`config.mk`:
```
export PLATFORM = sky130hd
export DESIGN_NAME = fib_engine
export DESIGN_NICKNAME = d
export VERILOG_FILES = /design/src/rtl/fib_pkg.sv /design/src/rtl/fib_alu.sv /design/src/rtl/fib_datapath.sv /design/src/rtl/fib_ctrl.sv /design/src/rtl/fib_engine.sv
export SDC_FILE = /design/constraint.sdc
export NUM_CORES = 1
export LEC_CHECK = 0
export ABC_AREA = 1
export CAP_MARGIN = 10
export CORE_MARGIN = 2
export CORE_UTILIZATION = 59
export DETAILED_ROUTE_END_ITERATION = 7
export GPL_ROUTABILITY_DRIVEN = 1
export PLACE_DENSITY = 0.84
export SLEW_MARGIN = 20
export SYNTH_ARGS = -nofsm -noshare
export SYNTH_HDL_FRONTEND = slang
export SYNTH_SLANG_ARGS = --single-unit
```
`constraint.sdc`:
```
create_clock -name clk -period 3.8 [get_ports clk]
set_input_delay 1.14 -clock clk [delete_from_list [all_inputs] [get_ports clk]]
set_output_delay 1.14 -clock clk [all_outputs]
set_load 0.05 [all_outputs]
```
`src/rtl/fib_pkg.sv`:
```
package fib_pkg;

    typedef enum logic [2:0] {
        ST_IDLE   = 3'd0,
        ST_INIT   = 3'd1,
        ST_STEP   = 3'd2,
        ST_SUBT   = 3'd3,
        ST_FINISH = 3'd4
    } fib_state_e;

    typedef struct packed {
        logic load;     // capture count, clear accumulators
        logic upd_f1;   // write upper accumulator
        logic upd_f0;   // write lower accumulator
        logic dec_n;    // decrement count
        logic alu_sub;  // shared unit mode: 1 = subtract
        logic capture;  // copy upper accumulator to result
    } fib_ctl_t;

endpackage

```
`src/rtl/fib_alu.sv`:
```
module fib_alu #(
    parameter int WIDTH = 16
) (
    input  logic [WIDTH-1:0] a,
    input  logic [WIDTH-1:0] b,
    input  logic             sub,
    output logic [WIDTH-1:0] y
);

    always_comb begin
        if (sub) y = a - b;
        else     y = a + b;
    end

endmodule

```
`src/rtl/fib_datapath.sv`:
```
module fib_datapath
    import fib_pkg::*;
#(
    parameter int WIDTH    = 16,
    parameter int TWO_STEP = 0
) (
    input  logic             clk,
    input  logic             rst_n,
    input  logic [WIDTH-1:0] n_in,
    input  fib_ctl_t         ctl,
    output logic             n_zero,
    output logic             n_one,
    output logic [WIDTH-1:0] result
);

    localparam logic [WIDTH-1:0] ONE  = WIDTH'(1);
    localparam logic [WIDTH-1:0] ZERO = '0;

    logic [WIDTH-1:0] n_q;
    logic [WIDTH-1:0] f0_q;
    logic [WIDTH-1:0] f1_q;
    logic [WIDTH-1:0] res_q;
    logic [WIDTH-1:0] f0_nxt;
    logic [WIDTH-1:0] f1_nxt;

    generate
        if (TWO_STEP == 0) begin : g_parallel
            logic [WIDTH-1:0] sum;
            logic [WIDTH-1:0] diff;
            // dedicated adder chained into dedicated subtractor
            fib_alu #(.WIDTH(WIDTH)) u_add (
                .a(f0_q), .b(f1_q), .sub(1'b0), .y(sum)
            );
            fib_alu #(.WIDTH(WIDTH)) u_sub (
                .a(sum), .b(f0_q), .sub(1'b1), .y(diff)
            );
            assign f1_nxt = sum;
            assign f0_nxt = diff;


            iter_par_chk: assert property (@(posedge clk) disable iff (!rst_n)
                (ctl.upd_f0 && ctl.upd_f1) |=>
                    (f0_q == $past(f1_q) && f1_q == $past(f0_q) + $past(f1_q)));
        end else begin : g_shared
            logic [WIDTH-1:0] opa;
            logic [WIDTH-1:0] opb;
            logic [WIDTH-1:0] alu_y;
            always_comb begin
                if (ctl.alu_sub) begin
                    opa = f1_q;
                    opb = f0_q;
                end else begin
                    opa = f0_q;
                    opb = f1_q;
                end
            end
            fib_alu #(.WIDTH(WIDTH)) u_shared (
                .a(opa), .b(opb), .sub(ctl.alu_sub), .y(alu_y)
            );
            assign f1_nxt = alu_y;
            assign f0_nxt = alu_y;


            one_write_chk: assert property (@(posedge clk) disable iff (!rst_n)
                !(ctl.upd_f0 && ctl.upd_f1));

            add_step_chk: assert property (@(posedge clk) disable iff (!rst_n)
                ctl.upd_f1 |=> f1_q == $past(f0_q) + $past(f1_q));

            sub_step_chk: assert property (@(posedge clk) disable iff (!rst_n)
                ctl.upd_f0 |=> f0_q == $past(f1_q) - $past(f0_q));
        end
    endgenerate

    always_ff @(posedge clk) begin
        if (!rst_n) begin
            n_q   <= ZERO;
            f0_q  <= ZERO;
            f1_q  <= ZERO;
            res_q <= ZERO;
        end else begin
            if (ctl.load) begin
                n_q  <= n_in;
                f0_q <= ZERO;
                f1_q <= ONE;
            end else begin
                if (ctl.upd_f1) f1_q <= f1_nxt;
                if (ctl.upd_f0) f0_q <= f0_nxt;
                if (ctl.dec_n)  n_q  <= n_q - ONE;
            end
            if (ctl.capture) res_q <= f1_q;
        end
    end

    assign n_zero = (n_q == ZERO);
    assign n_one  = (n_q == ONE);
    assign result = res_q;


    dec_no_underflow_chk: assert property (@(posedge clk) disable iff (!rst_n)
        ctl.dec_n |-> !n_zero);

    load_init_chk: assert property (@(posedge clk) disable iff (!rst_n)
        ctl.load |=> (f0_q == ZERO && f1_q == ONE && n_q == $past(n_in)));

    res_hold_chk: assert property (@(posedge clk) disable iff (!rst_n)
        !ctl.capture |=> $stable(res_q));

endmodule

```
`src/rtl/fib_ctrl.sv`:
```
module fib_ctrl
    import fib_pkg::*;
#(
    parameter int TWO_STEP = 0
) (
    input  logic     clk,
    input  logic     rst_n,
    input  logic     start,
    input  logic     n_zero,
    input  logic     n_one,
    output fib_ctl_t ctl,
    output logic     done
);

    localparam bit SHARED = (TWO_STEP != 0);

    fib_state_e state_q;
    fib_state_e state_d;
    logic       done_q;

    // next-state logic
    always_comb begin
        state_d = state_q;
        unique case (state_q)
            ST_IDLE:   if (start) state_d = ST_INIT;
            ST_INIT:   state_d = n_zero ? ST_FINISH : ST_STEP;
            ST_STEP: begin
                if (SHARED)     state_d = ST_SUBT;
                else if (n_one) state_d = ST_FINISH;
                else            state_d = ST_STEP;
            end
            ST_SUBT:   state_d = n_one ? ST_FINISH : ST_STEP;
            ST_FINISH: state_d = ST_IDLE;
            default:   state_d = ST_IDLE;
        endcase
    end

    // state register
    always_ff @(posedge clk) begin
        if (!rst_n) state_q <= ST_IDLE;
        else        state_q <= state_d;
    end

    // datapath controls
    always_comb begin
        ctl = '0;
        unique case (state_q)
            ST_IDLE:   ctl.load = start;
            ST_INIT:   ;
            ST_STEP: begin
                ctl.upd_f1 = 1'b1;
                if (!SHARED) begin
                    ctl.upd_f0 = 1'b1;
                    ctl.dec_n  = 1'b1;
                end
            end
            ST_SUBT: begin
                ctl.upd_f0  = 1'b1;
                ctl.dec_n   = 1'b1;
                ctl.alu_sub = 1'b1;
            end
            ST_FINISH: ctl.capture = 1'b1;
            default:   ;
        endcase
    end

    // registered completion flag
    always_ff @(posedge clk) begin
        if (!rst_n) done_q <= 1'b0;
        else        done_q <= (state_q == ST_FINISH);
    end

    assign done = done_q;


    done_pulse_chk: assert property (@(posedge clk) disable iff (!rst_n)
        done_q |=> !done_q);

    init_entry_chk: assert property (@(posedge clk) disable iff (!rst_n)
        (state_q == ST_INIT) |-> ($past(state_q) == ST_IDLE));

    zero_exit_chk: assert property (@(posedge clk) disable iff (!rst_n)
        (state_q == ST_INIT && n_zero) |=> (state_q == ST_FINISH));

    subt_shared_chk: assert property (@(posedge clk) disable iff (!rst_n)
        (state_q == ST_STEP && SHARED) |=> (state_q == ST_SUBT));

endmodule

```
`src/rtl/fib_engine.sv`:
```
module fib_engine
    import fib_pkg::*;
#(
    parameter int WIDTH    = 16,
    parameter int TWO_STEP = 0
) (
    input  logic             clk,
    input  logic             rst_n,
    input  logic             start,
    input  logic [WIDTH-1:0] n_in,
    output logic [WIDTH-1:0] result,
    output logic             done
);

    fib_ctl_t ctl;
    logic     n_zero;
    logic     n_one;

    fib_ctrl #(.TWO_STEP(TWO_STEP)) u_ctrl (
        .clk    (clk),
        .rst_n  (rst_n),
        .start  (start),
        .n_zero (n_zero),
        .n_one  (n_one),
        .ctl    (ctl),
        .done   (done)
    );

    fib_datapath #(.WIDTH(WIDTH), .TWO_STEP(TWO_STEP)) u_dp (
        .clk    (clk),
        .rst_n  (rst_n),
        .n_in   (n_in),
        .ctl    (ctl),
        .n_zero (n_zero),
        .n_one  (n_one),
        .result (result)
    );


    result_done_chk: assert property (@(posedge clk) disable iff (!rst_n)
        !$stable(result) |-> done);

endmodule

```
After elaboration in Yosys (flattened, before gate mapping) --
Index checks and enable logic that the tools add are counted.
Operators by class: add/subtract/negate cells 3, eq/ne operators 6, muxes and demuxes 12, bitwise gates (word level) 1, reductions and logical operators 6
Operators with widths (count):
- two-way mux 16 bit | 2
- adder 16 bit | 1
- == test 16 x 1 -> 1 bit, second input constant | 1
- logical NOT 16 bit | 1
- subtractor 16 x 1 -> 16 bit, second input constant | 1
- subtractor 16 bit | 1
- two-way mux 3 bit | 3
- one-hot mux 3 bit (3 select lines) | 1
- == test 3 x 2 -> 1 bit, second input constant | 2
- two-way mux 1 bit | 5
- nonzero test 2 bit | 2
- OR reduction 2 bit | 2
- == test 3 x 1 -> 1 bit, second input constant | 1
- == test 3 bit, second input constant | 1
- logical NOT 3 bit | 1
- two-way mux 2 bit | 1
- != test 2 bit, second input constant | 1
- NOT 1 bit | 1
Word-level totals: flip-flop bits (word level) 68, input bits 19, output and inout bits 17

Longest topological paths before layout --
Gate-level depths: netlist of the first run.
depth after elaboration 5, depth in mapped cells 24

Hierarchy --
A second synthesis of the first run with hierarchy kept.
Second synthesis, totals: cell total of the unflattened synthesis 951, area total of the unflattened synthesis 5751.8 um2
Modules (own cells, without submodules):
- fib_datapath | times used 1, cells each 392, area each 2753.9 um2, sequential area each 1281.2 um2
- fib_alu at u_dp.g_parallel.u_add | times used 1, cells each 266, area each 1403.8 um2, sequential area each 0.0 um2
- fib_alu at u_dp.g_parallel.u_sub | times used 1, cells each 266, area each 1396.3 um2, sequential area each 0.0 um2
- fib_ctrl | times used 1, cells each 27, area each 197.7 um2, sequential area each 80.1 um2

Worst setup path after synthesis of the first run --
OpenSTA, ideal clock, no wires.
path kind register to register, from register u_dp.f1_q[0], to register u_dp.f0_q[13], library setup time 0.115 ns, arrival time 2.703 ns, required time 3.685 ns, setup slack 0.982 ns, stages on the path, launching flop included 19, buffers on the path 0, period minus slack after synthesis 2.818 ns, cell sequence dfxtp_1 > ha_1 > fa_1 > inv_2 > o21ai_2 > nand3_1 > nand2_1 > xor2_1 > ha_1 > nand2_1 > inv_1 > a21oi_1 > nand2_2 > a21oi_1 > o21bai_1 > nand2_1 > nand2_1 > o21ai_0 > inv_1
Between the ends: word-level cells in the longest chain between the ends 2
RTL lines:
- start: declaration | RTL line fib_datapath.sv:21 | logic [WIDTH-1:0] f1_q;
- start signal: assignment | RTL line fib_datapath.sv:87 | if (ctl.upd_f1) f1_q <= f1_nxt;
- adder 16 bit | RTL line fib_alu.sv:12 | else y = a + b;
- named net u_dp.f1_nxt[6] | RTL line fib_datapath.sv:24 | logic [WIDTH-1:0] f1_nxt;
- subtractor 16 bit | RTL line fib_alu.sv:11 | if (sub) y = a - b;
- end signal: assignment | RTL line fib_datapath.sv:88 | if (ctl.upd_f0) f0_q <= f0_nxt;
- end: declaration | RTL line fib_datapath.sv:20 | logic [WIDTH-1:0] f0_q;
The timed path passes the listed nets, and every way through them passes these cells. A chain may end at the register's enable or synchronous reset.

Final worst setup path of the first run --
from register u_dp.f1_q[0], to register u_dp.f0_q[15]
Same word-level chain as after synthesis.

==> results of run 1 <==
[layer usage]
metal | vias to the layer above | track usage (%) | part of all wire (%)
met1 | 1971 | 34.6 | 44
met2 | 184 | 48.2 | 47
met5 | - | 0 | 0
met4 | 0 | 8.96 | 1.2
met3 | 12 | 4.07 | 7.0
li1 | 2214 | - | -
[logic make-up after synthesis]
logic type,synth area share [%]
xor+xnor,4.11
compound gates,19.0
fa+ha+maj,9.56
buf+inv,11.9
flops,30.4
simple gates,25.0
[how the worst max path moves through the flow]
stage,cells past startpoint,from,to
after floorplan,18,u_dp.f1_q[0],u_dp.f0_q[13]
after global placement,18,u_dp.f1_q[0],u_dp.f0_q[13]
after detailed placement,24,u_dp.f1_q[0],u_dp.f0_q[15]
after CTS,24,u_dp.f1_q[0],u_dp.f0_q[15]
after global routing,24,u_dp.f1_q[0],u_dp.f0_q[15]
final,23,u_dp.f1_q[0],u_dp.f0_q[15]
[state kept, by name, summed over array words and instances, names as in the netlist]
signal,cells
u_dp.f0_q,16
u_ctrl.state_q,3
u_dp.n_q,16
u_dp.f1_q,16
u_dp.result,16
u_ctrl.done,1
[placed cells by master, fill, tap and decap left out, drive strengths merged, types with 2 or more instances in the layout]
| cell | count |
|---|---|
| nand2 | 131 |
| inv | 117 |
| a21oi | 69 |
| dfxtp | 68 |
| nor2 | 54 |
| o21ai | 51 |
| nand3 | 40 |
| clkdlybuf4s50 | 35 |
| ha | 31 |
| xor2 | 16 |
| nand4 | 11 |
| clkbuf | 11 |
| a31oi | 10 |
| o211ai | 9 |
| nor3 | 8 |
| xnor2 | 5 |
| a21o | 5 |
| buf | 5 |
| or2 | 3 |
| o21bai | 2 |
| o21a | 2 |
| fa | 2 |
| clkinvlp | 2 |
| bufinv | 2 |
[worst max-delay path, cell delays in order, from the launching register on]
cell	delay [ns]
dfxtp_1	0.34
ha_1	0.25
fa_1	0.50
inv_2	0.12
o21ai_2	0.09
nand3_1	0.09
nand2_1	0.08
nand3_1	0.11
nand2_1	0.07
nand2_1	0.07
nand2_1	0.07
ha_1	0.35
nand2_1	0.08
nand2_1	0.06
nand2_1	0.06
nand2_1	0.07
nand2_1	0.06
nand2_1	0.04
a21oi_1	0.28
inv_1	0.09
nand3_2	0.09
nand4_1	0.09
nand2_1	0.08
nor2_1	0.03
[through the flow]
step	hold WS (ns)	util, %
6_report	0.463	70.3
5_1_grt	0.501	70.3
4_1_cts	0.461	70.3
3_5_place_dp	0.450	67.1
3_3_place_gp	0.437	67.1
2_1_floorplan	0.426	-
[layout make-up]
class                      instances  share of cell area [%]
sequential                        68                    26.5
clock inverter                     5                    1.63
multi-input combinational        457                    50.3
inverter                         117                    8.56
tap                               99                    2.42
timing repair buffer              40                    7.56
clock buffer                      11                    2.95
[power breakdown]
group	switching [uW]	leakage, uW	internal (uW)
clock	294	0.000112	406
combinational	524	0.00187	292
sequential	41.7	0.000553	761
==> results.ini, run 1 <==
[floorplan]
initial_core_util_pct = 61.4
die_height_um = 91.1
die_area_um2 = 8300
core.rowCount = 31
boundaryPins = 36
core_um2 = 7290
chipWidth_um = 91.1

[global_routing]
global_route_wire_length_before_repair_mm = 18.5
grt_start_max_net_pins = 32
antenna_found_initial = 0
globalRouteOverflowTotal = 0
grt.total_usage_pct = 27.5
number_of_global_route_vias_before_repair = 4042

[clocking]
worst_skew_pair.late_latency_ns = 0.35
tritoncts_num_sinks = 68
clock_tree_from_tritoncts = yes
cts_hold_buffers = 0
post_cts_resized = 0
cts_buffers = 9
path_clk_slew_ns = 0.08
cts_htree_levels = 3
clockBufferDepth = 2
post-cts-setup-buffers = 0
cts.root.buffer_cell = clkbuf_8

[synthesis]
ys_ff_latch = 68
synth.lib_cells_used.distinct = 41
synth_flop_cell = dfxtp_1
netlist_area_um2 = 4480
yosys_warnings = 0
async_reset_ff_share_pct = 0
yosys-top-cells-count = nand2_1 (124), inv_1 (109), dfxtp_1 (68)
syn_nets = 711
synth_edf_count = 0
number_of_instances_in_the_synthesized_netlist = 659
yosys.cell_count.top_type = nand2_1
avgSynthCellArea_um2 = 6.79
synth_seq_area_share_pct = 30.4
yosysTopAreaCell = dfxtp_1
synth.top_cells.by_area = dfxtp_1 (30%), nand2_1 (10%), inv_1 (9.1%)
netlist.area_leader.share_pct = 30.4

[worst_setup_path]
critical_path_required_ns = 4.05
worstPathArrival_ns = 3.52
crit_type = reg -> reg
crit_fanout = 5
critical_path.reg2reg.startpoint = u_dp.f1_q[0]
worst_r2r_endpoint = u_dp.f0_q[15]
start_kind = flip-flop
critical_path.endpoint_type = flip-flop
timing.reg2reg.setup_slack_ns = 0.53
cell_count_of_the_worst_reg_to_reg_path = 23

[power]
power.density_nw_per_um2 = 452
p_total_uw = 2320
vdd_ir_drop_max_mv = 0.255
static-leakage-power_uw = 0.00253

[route]
route.detailed.vias_per_inst = 5.50
vias = 4381
route.detailed.drc = 0
detail_route.wl_per_cell_um = 14.1
antenna_violating_nets_post_route = 0
wirelength_mm = 11.2
drtIter0Drc = 281
first_pass_iters = 5

[timing]
max-slew-margin-rel_pct = 61.9
worst_clock_skew_ns = 0.0117
tightestPinTransition_ns = 0.570
setup_viol = 0
report.final.slew_viol_count = 0
setup_tns_ns = 0
setup_slack_ns = 0.529
timing.final.crit_period_ns = 3.27
timing.final.crit_share_pct = 86.1
maxClockFrequency_mhz = 306
final_hold_viol_count = 0
rsz_0062_raised_after_global_routing = no

[layout]
fillers = 624
final-instance-count-excl-fill = 797
antenna_cells_inserted = 0
seqCellArea_um2 = 1360
drive_above_1_share_pct = 7.16
finish.net_count = 745
area_growth_syn_to_layout_pct = 14.6
multiInputGateArea_um2 = 2580
design_area_um2 = 5130

[placement]
place.port_buffers = 35
dp_worst_setup_slack_ns = 0.641
place_area_um2 = 4890
globalplace.congestion = 0.954
dp_cells = 781
hpwlAfterDp_mm = 8.16

[worst_hold_path]
holdCritPathClass = reg -> reg
min_from = u_dp.f0_q[0]
hold_end = u_dp.f0_q[0]
holdPathStages = 1

[job]
max_cap_violations = 0

[run_status]
status = finished clean

Note: power is estimated with default switching activity, not from simulation.
==> run 2: changes to the inputs <==
--- a/config.mk
+++ b/config.mk
@@ -11,7 +11,7 @@
 export CORE_UTILIZATION = 59
 export DETAILED_ROUTE_END_ITERATION = 7
 export GPL_ROUTABILITY_DRIVEN = 1
-export PLACE_DENSITY = 0.84
+export PLACE_DENSITY = 0.83
 export SLEW_MARGIN = 20
 export SYNTH_ARGS = -nofsm -noshare
 export SYNTH_HDL_FRONTEND = slang
==> results.ini, run 2 (synthesis results as in run 1) <==
[worst_setup_path]
worstPathArrival_ns = 3.64
critical_path.reg2reg.startpoint = u_dp.f1_q[0]
critical_path_required_ns = 4.09
timing.reg2reg.setup_slack_ns = 0.45
critical_path.endpoint_type = flip-flop
critical_path.max_stage_delay_ns = 0.50
cell_count_of_the_worst_reg_to_reg_path = 24
worstSetupEndpoint = u_dp.f0_q[15]
setup.worst_path.start = u_dp.f1_q[0]
crit_fanout = 5
worst_r2r_endpoint = u_dp.f0_q[15]
path_depth = 24
crit_type = reg -> reg
critical_path_buf_inv_count = 3
start_kind = flip-flop
cp_top_family = simple AND/OR/NAND/NOR gates
cell_chain_of_the_critical_path = ha_1 > fa_1 > inv_2 > o21ai_2 > nand3_1 > nand2_1 > nand3_1 > nand2_1 > nand2_1 > nand2_1 > ha_1 > nand2_1 > nand2_1 > nand2_1 > nand2_1 > nand2_1 > nand2_1 > a21oi_1 > inv_1 > nand3_2 > nand3_2 > nand2_1 > inv_1 > nor2_1
worst_path_max_delay_cell = fa_1
cpMostUsedCell = nand2_1

[floorplan]
initial_core_util_pct = 61.4
die_area_um2 = 8300
core.rowCount = 31
die_height_um = 91.1
boundaryPins = 36
core_um2 = 7290
chipWidth_um = 91.1

[global_routing]
globalRouteOverflowTotal = 0
grt_start_max_net_pins = 32
grt.total_usage_pct = 28.3
global_route_wire_length_before_repair_mm = 19.4
antenna_found_initial = 0
number_of_global_route_vias_before_repair = 4361

[timing]
rsz_0062_raised_after_global_routing = no
report.final.slew_viol_count = 0
setup_viol = 0
final_hold_viol_count = 0
setup_slack_ns = 0.448
max-slew-margin-rel_pct = 63.6
maxClockFrequency_mhz = 298
setup_tns_ns = 0
timing.final.crit_period_ns = 3.35
tightestPinTransition_ns = 0.545
timing.final.crit_share_pct = 88.2
worst_clock_skew_ns = 0.0108

[route]
antenna_violating_nets_post_route = 0
route.detailed.vias_per_inst = 5.63
detail_route.wl_per_cell_um = 14.5
drtIter0Drc = 238
vias = 4485
wirelength_mm = 11.5
route.detailed.drc = 0
first_pass_iters = 6

[placement]
place.port_buffers = 35
hpwlAfterDp_mm = 8.31
dp_cells = 780
dp_worst_setup_slack_ns = 0.515
globalplace.congestion = 0.911

[layout]
final-instance-count-excl-fill = 796
drive_above_1_share_pct = 6.89
finish.net_count = 744
area_growth_syn_to_layout_pct = 14.5
most-common-layout-cells = nand2_1 (124), inv_1 (109), dfxtp_1 (68), a21oi_1 (67), nor2_1 (48)
mostFrequentLayoutCell = nand2_1
antenna_cells_inserted = 0
fillers = 638

[clocking]
post_cts_resized = 0
post-cts-setup-buffers = 0
worst_skew_pair.late_latency_ns = 0.36
cts_htree_levels = 3
path_clk_slew_ns = 0.07
clock_tree_from_tritoncts = yes
cts_buffers = 9
cts_hold_buffers = 0
clockBufferDepth = 2
cts.root.buffer_cell = clkbuf_8
tritoncts_num_sinks = 68

[run_status]
status = finished clean

[worst_hold_path]
holdCritPathClass = reg -> reg
min_from = u_dp.f1_q[3]

[power]
vdd_ir_drop_max_mv = 0.298
power.density_nw_per_um2 = 455
static-leakage-power_uw = 0.00253

[job]
max_cap_violations = 0

## run 2: where the power goes
part / leakage [uW] / internal [uW] / total [uW] / switching (uW)
registers: 0.000553 / 761 / 803 / 41.9
logic: 0.00186 / 291 / 819 / 529
clock network: 0.000116 / 424 / 709 / 285
total: 0.00253 / 1480 / 2330 / 856
## run 2: stage by stage
| stage | hold slack, ns | total power (uW) | instance area [um^2] | util [%] |
|---|---|---|---|---|
| 5_1_grt | 0.506 | 2480 | 5120 | 70.2 |
| 3_5_place_dp | 0.468 | 1620 | 4890 | 67.0 |
| 6_report | 0.483 | 2330 | 5120 | 70.2 |
| 3_3_place_gp | 0.442 | 1590 | 4890 | 67.0 |
| 2_1_floorplan | 0.426 | 1440 | 4480 | - |
| 4_1_cts | 0.484 | 2320 | 5120 | 70.2 |
## run 2: layout make-up
class                           count  area [um^2]  share of cell area, %
Clock inverter                      3         67.6                   1.32
Clock buffer                       13          169                   3.30
Sequential cell                    68         1360                   26.6
Tap cell                           99          124                   2.42
Multi-Input combinational cell    457         2580                   50.4
Inverter                          117          439                   8.57
Timing Repair Buffer               39          380                   7.43
## run 2: metal layers
| metal | GRT usage, % | vias to the layer above | share of wire [%] | routed length (um) |
|---|---|---|---|---|
| li1 | - | 2218 | - | - |
| met1 | 35.6 | 2081 | 44 | 5030 |
| met2 | 47.8 | 157 | 48 | 5550 |
| met3 | 6.14 | 29 | 6.1 | 701 |
| met4 | 10.1 | 0 | 1.9 | 222 |
| met5 | 0 | - | 0 | 0 |
## run 2: tightest hold or removal path: cells and delay by family (launching register included)
kind	cells	cell delay, ns
compound gates	1	0.06
buf+inv	1	0.07
flops	1	0.32
## run 2: worst min-delay path by stage
| stage | endpoint | slack, ns | cells after the start |
|---|---|---|---|
| floorplan | u_dp.f0_q[0] | 0.43 | 1 |
| global placement | u_dp.f0_q[0] | 0.44 | 1 |
| detailed placement | u_dp.f0_q[0] | 0.47 | 1 |
| CTS | u_dp.f0_q[0] | 0.48 | 1 |
| global route | u_dp.result[7] | 0.51 | 2 |
| finish | u_dp.result[3] | 0.48 | 2 |
